## config.mk

```make
export PLATFORM = sky130hd
export DESIGN_NAME = spi_rd_engine
export DESIGN_NICKNAME = d
export VERILOG_FILES = /design/src/rtl/spi_rd_pkg.sv /design/src/rtl/spi_rd_sync.sv /design/src/rtl/spi_rd_mem.sv /design/src/rtl/spi_rd_ptr.sv /design/src/rtl/spi_rd_engine.sv
export SDC_FILE = /design/constraint.sdc
export NUM_CORES = 2
export LEC_CHECK = 0
export BUFFER_PORTS_ARGS = -buffer_cell sky130_fd_sc_hd__buf_2
export CORE_MARGIN = 3
export CORE_UTILIZATION = 30
export DETAILED_ROUTE_END_ITERATION = 8
export PLACE_DENSITY_LB_ADDON = 0.3
export SYNTH_ARGS = -nofsm -noshare
export SYNTH_HDL_FRONTEND = slang
export SYNTH_SLANG_ARGS = --single-unit
export TNS_END_PERCENT = 5
```

## constraint.sdc

```tcl
create_clock -name clk -period 3.78 [get_ports clk]
set_clock_uncertainty 0.2 [all_clocks]
set_input_delay 0.378 -clock clk [delete_from_list [all_inputs] [get_ports clk]]
set_output_delay 0.378 -clock clk [all_outputs]
set_load 0.01 [all_outputs]
```

## src/rtl/spi_rd_pkg.sv

```systemverilog
package spi_rd_pkg;
  typedef enum logic [1:0] {PH_CMD, PH_ADDR, PH_DATA, PH_SKIP} phase_t;

  function automatic logic is_read_cmd(input logic [7:0] b);
    return (b[7:4] == 4'b0000) && (b[2:0] == 3'b011);
  endfunction
endpackage

```

## src/rtl/spi_rd_sync.sv

```systemverilog
module spi_rd_sync #(
  parameter logic INIT = 1'b0
) (
  input  logic clk,
  input  logic rst,
  input  logic d,
  output logic lvl,
  output logic rise,
  output logic fall
);
  logic [2:0] sh;

  always_ff @(posedge clk) begin
    if (rst) sh <= {3{INIT}};
    else     sh <= {sh[1:0], d};
  end

  assign lvl  = sh[1];
  assign rise = sh[1] & ~sh[2];
  assign fall = ~sh[1] & sh[2];
endmodule

```

## src/rtl/spi_rd_mem.sv

```systemverilog
module spi_rd_mem #(
  parameter int DEPTH = 256,
  localparam int AW = $clog2(DEPTH)
) (
  input  logic          clk,
  input  logic          we,
  input  logic [AW-1:0] waddr,
  input  logic [7:0]    wdata,
  input  logic [AW-1:0] raddr,
  output logic [7:0]    rdata
);
  logic [7:0] ram [DEPTH];

  always_ff @(posedge clk) begin
    if (we) ram[waddr] <= wdata;
    rdata <= ram[raddr];
  end
endmodule

```

## src/rtl/spi_rd_ptr.sv

```systemverilog
module spi_rd_ptr #(
  parameter logic [8:0] LAST_ADDR   = 9'h135,
  parameter logic [8:0] PIO_LO_ADDR = 9'h126
) (
  input  logic       clk,
  input  logic       rst,
  input  logic       load,
  input  logic [8:0] start,
  input  logic       adv,
  output logic [8:0] ptr,
  output logic       toggle
);
  always_ff @(posedge clk) begin
    if (rst) begin
      ptr    <= '0;
      toggle <= 1'b0;
    end else if (load) begin
      ptr    <= start;
      toggle <= (start[8:1] == PIO_LO_ADDR[8:1]);
    end else if (adv) begin
      if (toggle)                 ptr <= {ptr[8:1], ~ptr[0]};
      else if (ptr == LAST_ADDR)  ptr <= '0;
      else                        ptr <= ptr + 9'd1;
    end
  end

  // alternating mode never leaves the port pair
  a_r8_toggle_pair: assert property (@(posedge clk) disable iff (rst)
    toggle |-> (ptr[8:1] == PIO_LO_ADDR[8:1]));

  // last mapped address is followed by 000h
  a_r7_wrap_last: assert property (@(posedge clk) disable iff (rst)
    (adv && !load && !toggle && ptr == LAST_ADDR) |=> (ptr == 9'h000));
endmodule

```

## src/rtl/spi_rd_engine.sv

```systemverilog
module spi_rd_engine
  import spi_rd_pkg::*;
#(
  parameter int         MEM_DEPTH   = 256,
  parameter logic [8:0] LAST_ADDR   = 9'h135,
  parameter logic [8:0] PIO_LO_ADDR = 9'h126,
  parameter logic [8:0] RTC_BASE    = 9'h128,
  parameter int         RTC_BYTES   = 8,
  localparam int        MEM_AW      = $clog2(MEM_DEPTH),
  localparam int        RTC_AW      = (RTC_BYTES > 1) ? $clog2(RTC_BYTES) : 1
) (
  input  logic                   clk,
  input  logic                   rst,
  input  logic                   spi_sck,
  input  logic                   spi_csn,
  input  logic                   spi_mosi,
  output logic                   spi_miso,
  output logic                   spi_miso_oe,
  input  logic [7:0]             status_byte,
  input  logic [7:0]             pio_lo,
  input  logic [3:0]             pio_hi,
  input  logic [RTC_BYTES*8-1:0] rtc_live,
  input  logic                   mem_we,
  input  logic [MEM_AW-1:0]      mem_waddr,
  input  logic [7:0]             mem_wdata
);
  localparam logic [9:0] MEM_END = 10'(MEM_DEPTH);
  localparam logic [9:0] RTC_END = 10'(RTC_BASE) + 10'(RTC_BYTES);

  logic sck_l, sck_rise, sck_fall;
  logic csn_l, csn_rise, csn_fall;
  logic mosi_l, mosi_rise, mosi_fall;

  spi_rd_sync #(.INIT(1'b0)) u_sck  (.clk, .rst, .d(spi_sck),
    .lvl(sck_l), .rise(sck_rise), .fall(sck_fall));
  spi_rd_sync #(.INIT(1'b1)) u_csn  (.clk, .rst, .d(spi_csn),
    .lvl(csn_l), .rise(csn_rise), .fall(csn_fall));
  spi_rd_sync #(.INIT(1'b0)) u_mosi (.clk, .rst, .d(spi_mosi),
    .lvl(mosi_l), .rise(mosi_rise), .fall(mosi_fall));

  phase_t     phase;
  logic [2:0] icnt, ocnt;
  logic [6:0] ishift;
  logic [7:0] oshift, nb, out_src, mem_q;
  logic       first_out, a8;
  logic [7:0] pio_lo_s;
  logic [3:0] pio_hi_s;
  logic [7:0] rtc_sh [RTC_BYTES];
  logic [8:0] ptr, ptr_q;
  logic       toggle;

  wire [7:0] ibyte    = {ishift, mosi_l};
  wire       addr_end = sck_rise && phase == PH_ADDR && icnt == 3'd7;
  wire       load_out = sck_fall && phase == PH_DATA && ocnt == 3'd0;
  wire       adv      = load_out && !first_out;

  spi_rd_ptr #(.LAST_ADDR(LAST_ADDR), .PIO_LO_ADDR(PIO_LO_ADDR)) u_ptr (
    .clk, .rst, .load(addr_end), .start({a8, ibyte}), .adv, .ptr, .toggle);

  spi_rd_mem #(.DEPTH(MEM_DEPTH)) u_mem (
    .clk, .we(mem_we), .waddr(mem_waddr), .wdata(mem_wdata),
    .raddr(ptr[MEM_AW-1:0]), .rdata(mem_q));

  // Shadow copy of the clock registers, taken with address bit 0
  for (genvar g = 0; g < RTC_BYTES; g++) begin : g_shadow
    always_ff @(posedge clk) begin
      if (rst)           rtc_sh[g] <= '0;
      else if (addr_end) rtc_sh[g] <= rtc_live[g*8 +: 8];
    end
  end

  // Input shift, address bit 8 and port sampling
  always_ff @(posedge clk) begin
    if (rst) begin
      ishift   <= '0;
      a8       <= 1'b0;
      pio_lo_s <= '0;
      pio_hi_s <= '0;
    end else if (sck_rise && !csn_l) begin
      ishift <= ibyte[6:0];
      if (phase == PH_CMD && icnt == 3'd7) a8 <= ibyte[3];
      if (phase == PH_DATA && ocnt == 3'd0) begin
        pio_lo_s <= pio_lo;
        pio_hi_s <= pio_hi;
      end
    end
  end

  // Byte selection, aligned with the registered memory read
  logic [RTC_AW-1:0] ridx;
  assign ridx = RTC_AW'(ptr_q - RTC_BASE);

  always_ff @(posedge clk) begin
    if (rst) begin
      ptr_q <= '0;
      nb    <= '0;
    end else begin
      ptr_q <= ptr;
      if ({1'b0, ptr_q} < MEM_END)                    nb <= mem_q;
      else if (ptr_q == PIO_LO_ADDR)                  nb <= pio_lo_s;
      else if (ptr_q == {PIO_LO_ADDR[8:1], 1'b1})     nb <= {4'b0000, pio_hi_s};
      else if (ptr_q >= RTC_BASE && {1'b0, ptr_q} < RTC_END) nb <= rtc_sh[ridx];
      else                                            nb <= 8'h00;
    end
  end

  assign out_src = first_out ? status_byte : nb;

  // Transfer sequencing and output shifting
  always_ff @(posedge clk) begin
    if (rst || csn_l) begin
      phase       <= PH_CMD;
      icnt        <= '0;
      ocnt        <= '0;
      oshift      <= '0;
      first_out   <= 1'b1;
      spi_miso    <= 1'b0;
      spi_miso_oe <= 1'b0;
    end else begin
      if (sck_rise && (phase == PH_CMD || phase == PH_ADDR)) begin
        icnt <= icnt + 3'd1;
        if (icnt == 3'd7) begin
          if (phase == PH_ADDR) begin
            phase       <= PH_DATA;
            spi_miso_oe <= 1'b1;
          end else if (is_read_cmd(ibyte)) begin
            phase <= PH_ADDR;
          end else begin
            phase <= PH_SKIP;
          end
        end
      end
      if (sck_fall && phase == PH_DATA) begin
        ocnt <= ocnt + 3'd1;
        if (ocnt == 3'd0) begin
          spi_miso  <= out_src[7];
          oshift    <= {out_src[6:0], 1'b0};
          first_out <= 1'b0;
        end else begin
          spi_miso <= oshift[7];
          oshift   <= {oshift[6:0], 1'b0};
        end
      end
    end
  end

  // deselect forces the pad enable low
  a_r1_oe_off_deselected: assert property (@(posedge clk) disable iff (rst)
    csn_l |=> !spi_miso_oe);

  // enable only rises at the end of the address byte
  a_r10_oe_after_addr: assert property (@(posedge clk) disable iff (rst)
    $rose(spi_miso_oe) |-> ($past(phase) == PH_ADDR));

  // a rejected instruction keeps the pad quiet
  a_r2_skip_silent: assert property (@(posedge clk) disable iff (rst)
    (phase == PH_SKIP) |-> !spi_miso_oe);

  // first bit after the address is the status MSB
  a_r3_status_first: assert property (@(posedge clk) disable iff (rst)
    (load_out && first_out && !csn_l) |=> (spi_miso == $past(status_byte[7])));

  // an address above the map selects a zero byte
  a_r6_unmapped_zero: assert property (@(posedge clk) disable iff (rst)
    (ptr_q > LAST_ADDR && $stable(ptr_q)) |=> (nb == 8'h00));
endmodule

```

* After elaboration in Yosys (flattened, before gate mapping)
Memories as Yosys holds them, arrays and structs flattened. A register that Yosys moved wholly into a read port is not among the register bits.
Index checks and enable logic that the tools add are counted.
** Operators by class
- Add/sub/neg operators :: 4
- Order comparisons :: 3
- Equality and inequality tests :: 9
- Muxes and demuxes :: 28
- Bitwise logic cells :: 13
- Reduce and logical (&&, ||, !) cells :: 25
** Operators with widths (number)
- two-way mux 8 bit :: 14
- two-way mux 9 bit :: 4
- equality test 9 bit, second input constant :: 3
- less-than comparator 9 bit, second input constant :: 2
- logical AND 1 bit :: 11
- AND reduction 2 bit :: 5
- adder 9 x 1 -> 9 bit, second input constant :: 1
- >= comparator 9 bit, second input constant :: 1
- equality test 8 bit, second input constant :: 1
- two-way mux 1 bit :: 8
- bitwise OR 1 bit :: 8
- adder 3 x 1 -> 3 bit, second input constant :: 2
- zero test 4 bit :: 1
- two-way mux 2 bit :: 2
- equality test 3 x 2 -> 1 bit, second input constant :: 1
- equality test 3 bit, second input constant :: 1
- zero test 3 bit :: 1
- NOT 1 bit :: 3
- AND reduction 3 bit :: 1
- subtractor 3 x 1 -> 3 bit, second input constant :: 1
- AND 1 bit :: 2
- equality test 2 x 1 -> 1 bit, second input constant :: 1
- equality test 2 bit, second input constant :: 1
- zero test 1 bit :: 2
- other kinds (4) :: 5
** Storage, ports and cells
- Bits in registers :: 73
- RAM bits :: 2112
- Bits of input ports :: 106
- Output and inout bits :: 2
- Memories :: 2
** Memories
- u_mem.ram :: depth 256, bits a word 8, read ports 1, clocked after memory_dff 1, wr ports 1, RTL line spi_rd_mem.sv:12 : logic [7:0] ram [DEPTH];
- rtc_sh :: depth 8, bits a word 8, read ports 1, clocked after memory_dff 0, wr ports 8, RTL line spi_rd_engine.sv:48 : logic [7:0] rtc_sh [RTC_BYTES];

* Logic depth before layout (Yosys ltp)
- Depth after elaboration :: 8
- Depth in mapped cells :: 13

* By module
Synthesis repeated with hierarchy kept, for this count alone.
** Unflattened totals
- Cells, all modules :: 4267
- Area total of the unflattened synthesis :: 85629.6 um2
** Modules (own cells, without submodules)
- spi_rd_mem :: times used 1, cells an instance 3733, area an instance 79556.3 um2, sequential area each 61659.1 um2
- spi_rd_engine :: times used 1, cells an instance 428, area an instance 5122.4 um2, sequential area each 3022.9 um2
- spi_rd_ptr :: times used 1, cells an instance 82, area an instance 675.6 um2, sequential area each 200.2 um2
- spi_rd_sync at u_mosi ... :: times used 2, cells an instance 8, area an instance 91.3 um2, sequential area each 60.1 um2
- spi_rd_sync at u_csn :: times used 1, cells an instance 8, area an instance 92.6 um2, sequential area each 60.1 um2

* Worst setup path after synthesis
No wires, ideal clock.
- Path type :: register -> register
- From :: reg u_sck.sh[1]
- To :: mem rtc_sh[0][0], enable pin
- Library setup time :: 0.432 ns
- Arrival time :: 2.667 ns
- Slack :: 0.480 ns
- Cell stages (with the launch flop) :: 4
- Clock period less this slack :: 3.300 ns
- Path through :: dfxtp_1 nor3b_1 nand3_1 nand2b_1
** RTL lines
- start: declaration :: RTL line spi_rd_sync.sv:11 : logic [2:0] sh;
- start signal: assignment :: RTL line spi_rd_sync.sv:14 : if (rst) sh <= {3{INIT}};
- start signal: assignment :: RTL line spi_rd_sync.sv:15 : else sh <= {sh[1:0], d};
- end: declaration :: RTL line spi_rd_engine.sv:48

==> results.txt <==
The synthesized netlist contains 70 unique library cells. The first detailed-routing pass ran for 6 iterations. The part of the cycle the worst path needs is 97.8%.

The fill cell total of the finished layout is 26092. The die area is 292000 um2. The floorplan has 195 rows. The global placement routability congestion came out at 0.843. The DRC marker count from the first detailed-route iteration is 5194.

No sink is reached through more buffers than the 3 on the longest clock path. The final net count came out at 5151. The die height came out at 541 um. The number of enable-type register cells in the synthesized netlist is 2112.

The total wirelength of the detailed-routed design is 252000 um. The terminating pin of the worst hold path is u_mem.ram[10][0]$_DFFE_PP_. Cells fill 36.1% of the core in the end. The multi-input combinational cells in the finished layout cover a total of 19400 um2. The run finished with clean final reports. The count of nets left with antenna violations once routing finished came out at 0. The count of cells in the finished layout, fillers not included, comes to 8969. After synthesis the netlist holds a flip-flop and latch count of 2192. For this run, the number of Yosys warnings is 0. The combinational share of power came out at 1.7%. The cell area after technology mapping is 85800 um2.

Counting both buffers and inverters, the worst setup path holds a total of 2. The total global-route track usage came out at 16.9%. After detailed routing, the average wire length per cell comes to 28.1 um.

Measured against its own limit, the worst slew margin works out to 12.0%. The wire length of the first global-routing pass came out at 357000 um. The total area inside the core boundary comes to 283000 um2.

In this run the most critical hold path is launched from mem_wdata[0]. Along the worst path, the maximum fanout reaches 25. In this run, CTS created clock tree buffers numbering 223. The number of max-slew violations in the final report is 0. The register share of total power is 54.2%. The number of vias per cell after detailed routing came out at 5.15. The count of buffers added on input and output ports is 107.

At the worst endpoint, the required time is 4.28 ns. The cell type group with the largest total delay on the critical path is compound AO/OA/AOI/OAI gates. The total number of vias is 46226. Counting instances, the worst hold path has a depth of 1. The register-to-register path setup slack came out at 0.08 ns. The initial cell density of the core came out at 30.3%. The net count after synthesis came out at 4479. In the synthesized netlist the dominant register cell turns out to be edfxtp_1. The measured slew at the worst slew-check pin came out at 1.32 ns. Setup violations remaining at the end of the flow were counted as 0. The data arrival time of the critical path is 4.20 ns. The post-synthesis average cell area is 19.6 um2. In this run the critical register-to-register path is captured at u_mem.rdata[3]$_DFF_P_. The switching power summed over all nets is 9.99 mW. Setup repair after global routing left no endpoint under its margin. Traced cell by cell, the critical path runs through buf_12 > buf_12 > mux4_2 > mux4_2 > o211ai_1 > nand3_1 > o41ai_1 > a211oi_1. For this run, design rule violations remaining after detail routing come to 0.

Once detailed placement completed, the half-perimeter wirelength came to 161000 um. The switching share of power is 20.3%. The path type of the worst min-delay path is in -> reg. The layout overhead on the synthesized area came out at 19.4%. The ratio of cells with drive above 1 in the final layout came out at 27.2%. The cell with the largest stage delay on the worst path is dfxtp_4. The power per unit of standard cell area came out at 481 nW/um2. The number of antenna violations at the first check in global routing is 8. The number of placed instances with taps included is 8442.

Measured in cells, the most critical reg-to-reg path has a length of 8. The tree is rooted in a clkbuf_16. The synthesized instance count is 4367. The worst setup path is launched from a flip-flop.

The power share of the clock group is 44.1%. The aggregate global routing overflow is 0. The final critical path time including I/O delays and setup is 3.70 ns. The depth of the CTS H-tree came out at 4.

From left edge to right edge, the die measures 541 um. The leakage power is 32.0 nW. In this run the critical register-to-register path is launched from u_ptr.ptr[1]$_SDFFE_PP0P_. The maximum achievable frequency came out at 270 MHz.

Internal power comes to 39.2 mW. At the later pin of the worst-skew pair, clock insertion delay measures 0.86 ns. The fraction of registers with async set/reset came out at 0%. Sequential elements use 75.8% of the synthesized area. The clock sink total is 2192. IR analysis of the VDD net gives a maximum drop of 332 uV. The number of max-capacitance violations reported is 0. The storage element area is 65000 um2. The pin count of the biggest net entering global routing came out at 129.

After clock tree synthesis, the clock-pin slew on the worst setup and hold paths is 0.07 ns. The via count of the first global-routing pass came out at 46562. The number of hold violations in the final report came to 0. 108 I/O pins were placed. The worst stage delay on the critical path is 0.65 ns.

STA classifies the critical path endpoint as a flip-flop. By startpoint and endpoint, the worst setup path is classified as reg -> reg. The CTS tree is done.
-- state kept, by name (all words and copies together), names as in the netlist, 2 cells and up --
name	flops
u_sck.sh	3
phase	2
pio_hi_s	4
icnt	3
ishift	7
u_csn.sh	2
pio_lo_s	8
u_mem.ram	2048
rtc_sh	64
ocnt	3
u_mosi.sh	2
ptr_q	9
u_ptr.ptr	9
oshift	7
nb	8
u_mem.rdata	8
-- area by class of cell --
cell class,count,share of cell area (%)
Antenna cell,4,0.00978
Clock buffer,291,5.89
Clock inverter,117,1.13
Inverter,11,0.0452
Multi-Input combinational cell,1896,18.9
Sequential cell,2192,63.5
Tap cell,3743,4.57
Timing Repair Buffer,715,5.92
-- through the flow --
step	cell area (um2)	power, mW	setup slack (ns)	setup TNS [ns]	hold WS (ns)
after global routing	102000	50.7	0.0599	0	0.0350
after floorplan	85800	27.3	0.480	0	0.189
after CTS	102000	49.7	0.00149	0	0.00552
after detailed placement	94000	28.0	-0.0398	-0.0398	0.202
after global placement	94000	27.9	-0.0722	-0.0722	0.202
final	102000	49.2	0.0818	0	0.0506
-- cell families after synthesis --
kind of cell | share of synthesized area (%)
AOI/OAI and AO/OA | 3.71
and+or+nand+nor | 3.77
buffers and inverters | 1.72
adders and majority gates | 0.0875
muxes | 14.8
xor gates and xnor gates | 0.0511
DFF | 75.8
-- power groups by stage --
stage / sequential, mW / combinational (mW) / clock, mW
after global routing: 26.7 / 0.886 / 23.1
after floorplan: 27.2 / 0.118 / 0
after detailed placement: 27.2 / 0.752 / 0
final: 26.7 / 0.826 / 21.7
after global placement: 27.2 / 0.729 / 0
after CTS: 26.7 / 0.839 / 22.1
-- placed cells by master (no fill, tap or decap), types with 39 or more instances in the layout --
cell type,synthesis,layout
a21oi_1,95,95
a221oi_1,39,39
a22oi_1,67,67
and2_1,67,66
buf_12,0,49
buf_2,54,99
buf_4,31,448
clkbuf_1,131,53
clkbuf_16,0,227
clkinv_1,1,39
dfxtp_1,80,74
dlygate4sd3_1,0,111
edfxtp_1,2112,2112
mux2i_1,256,256
mux4_2,442,442
nand2_1,110,110
nor2_1,372,367
o21ai_0,55,53
-- Yosys cell counts (all sizes together), types with 5 or more instances --
library cell | instances | area share (%)
nor2b | 28 | 0.20
dfxtp | 80 | 1.9
a22o | 7 | 0.071
a211oi | 32 | 0.28
nor2 | 372 | 1.6
a21oi | 95 | 0.55
o221ai | 13 | 0.13
or3 | 7 | 0.051
a221o | 27 | 0.32
buf | 137 | 1.1
nand2 | 110 | 0.48
o2111ai | 6 | 0.061
mux2i | 256 | 3.0
o22ai | 25 | 0.18
and2 | 68 | 0.50
nor3 | 27 | 0.16
clkbuf | 131 | 0.57
a311oi | 5 | 0.051
a221oi | 39 | 0.40
a22oi | 67 | 0.59
a31oi | 7 | 0.051
o31ai | 24 | 0.21
or2 | 8 | 0.058
ha | 6 | 0.088
nand3 | 36 | 0.21
nand4 | 11 | 0.080
inv | 10 | 0.044
mux2 | 18 | 0.24
mux4 | 442 | 12
edfxtp | 2112 | 74
nor4 | 14 | 0.10
o211ai | 12 | 0.11
nand2b | 14 | 0.10
o21ai | 57 | 0.33
o41ai | 5 | 0.051
-- timing repair --
action,4_1_cts,5_1_grt
hold buffers,111,0
endpoints found under the hold margin,408,0
setup endpoints to repair,1,3
resized for setup,1,3
setup buffers,4,0
-- worst max path at each step --
stage / startpoint / depth (start not counted) / slack, ns / to
after floorplan: u_sck.sh[1]$_SDFF_PP0_ / 3 / 0.48 / rtc_sh[0][0]$_SDFFCE_PN0P_
after global placement: u_ptr.ptr[0]$_SDFFE_PP0P_ / 8 / -0.07 / u_mem.rdata[5]$_DFF_P_
after detailed placement: u_ptr.ptr[2]$_SDFFE_PP0P_ / 8 / -0.04 / u_mem.rdata[5]$_DFF_P_
after CTS: u_ptr.ptr[0]$_SDFFE_PP0P_ / 9 / 0.001 / u_mem.rdata[1]$_DFF_P_
after global routing: u_ptr.ptr[0]$_SDFFE_PP0P_ / 11 / 0.06 / u_mem.rdata[0]$_DFF_P_
final: u_ptr.ptr[1]$_SDFFE_PP0P_ / 8 / 0.08 / u_mem.rdata[3]$_DFF_P_
-- per-layer routing --
| layer | global-route usage (%) | vias to the layer above | wire length (um) | share of wire (%) |
|---|---|---|---|---|
| met1 | 23.6 | 24699 | 107000 | 43 |
| met5 | 0 | - | 0 | 0 |
| met4 | 4.46 | 0 | 6330 | 2.5 |
| met3 | 3.56 | 333 | 19900 | 7.9 |
| li1 | - | 19269 | - | - |
| met2 | 26.7 | 1925 | 118000 | 47 |
(Power assumes the default switching activity.)
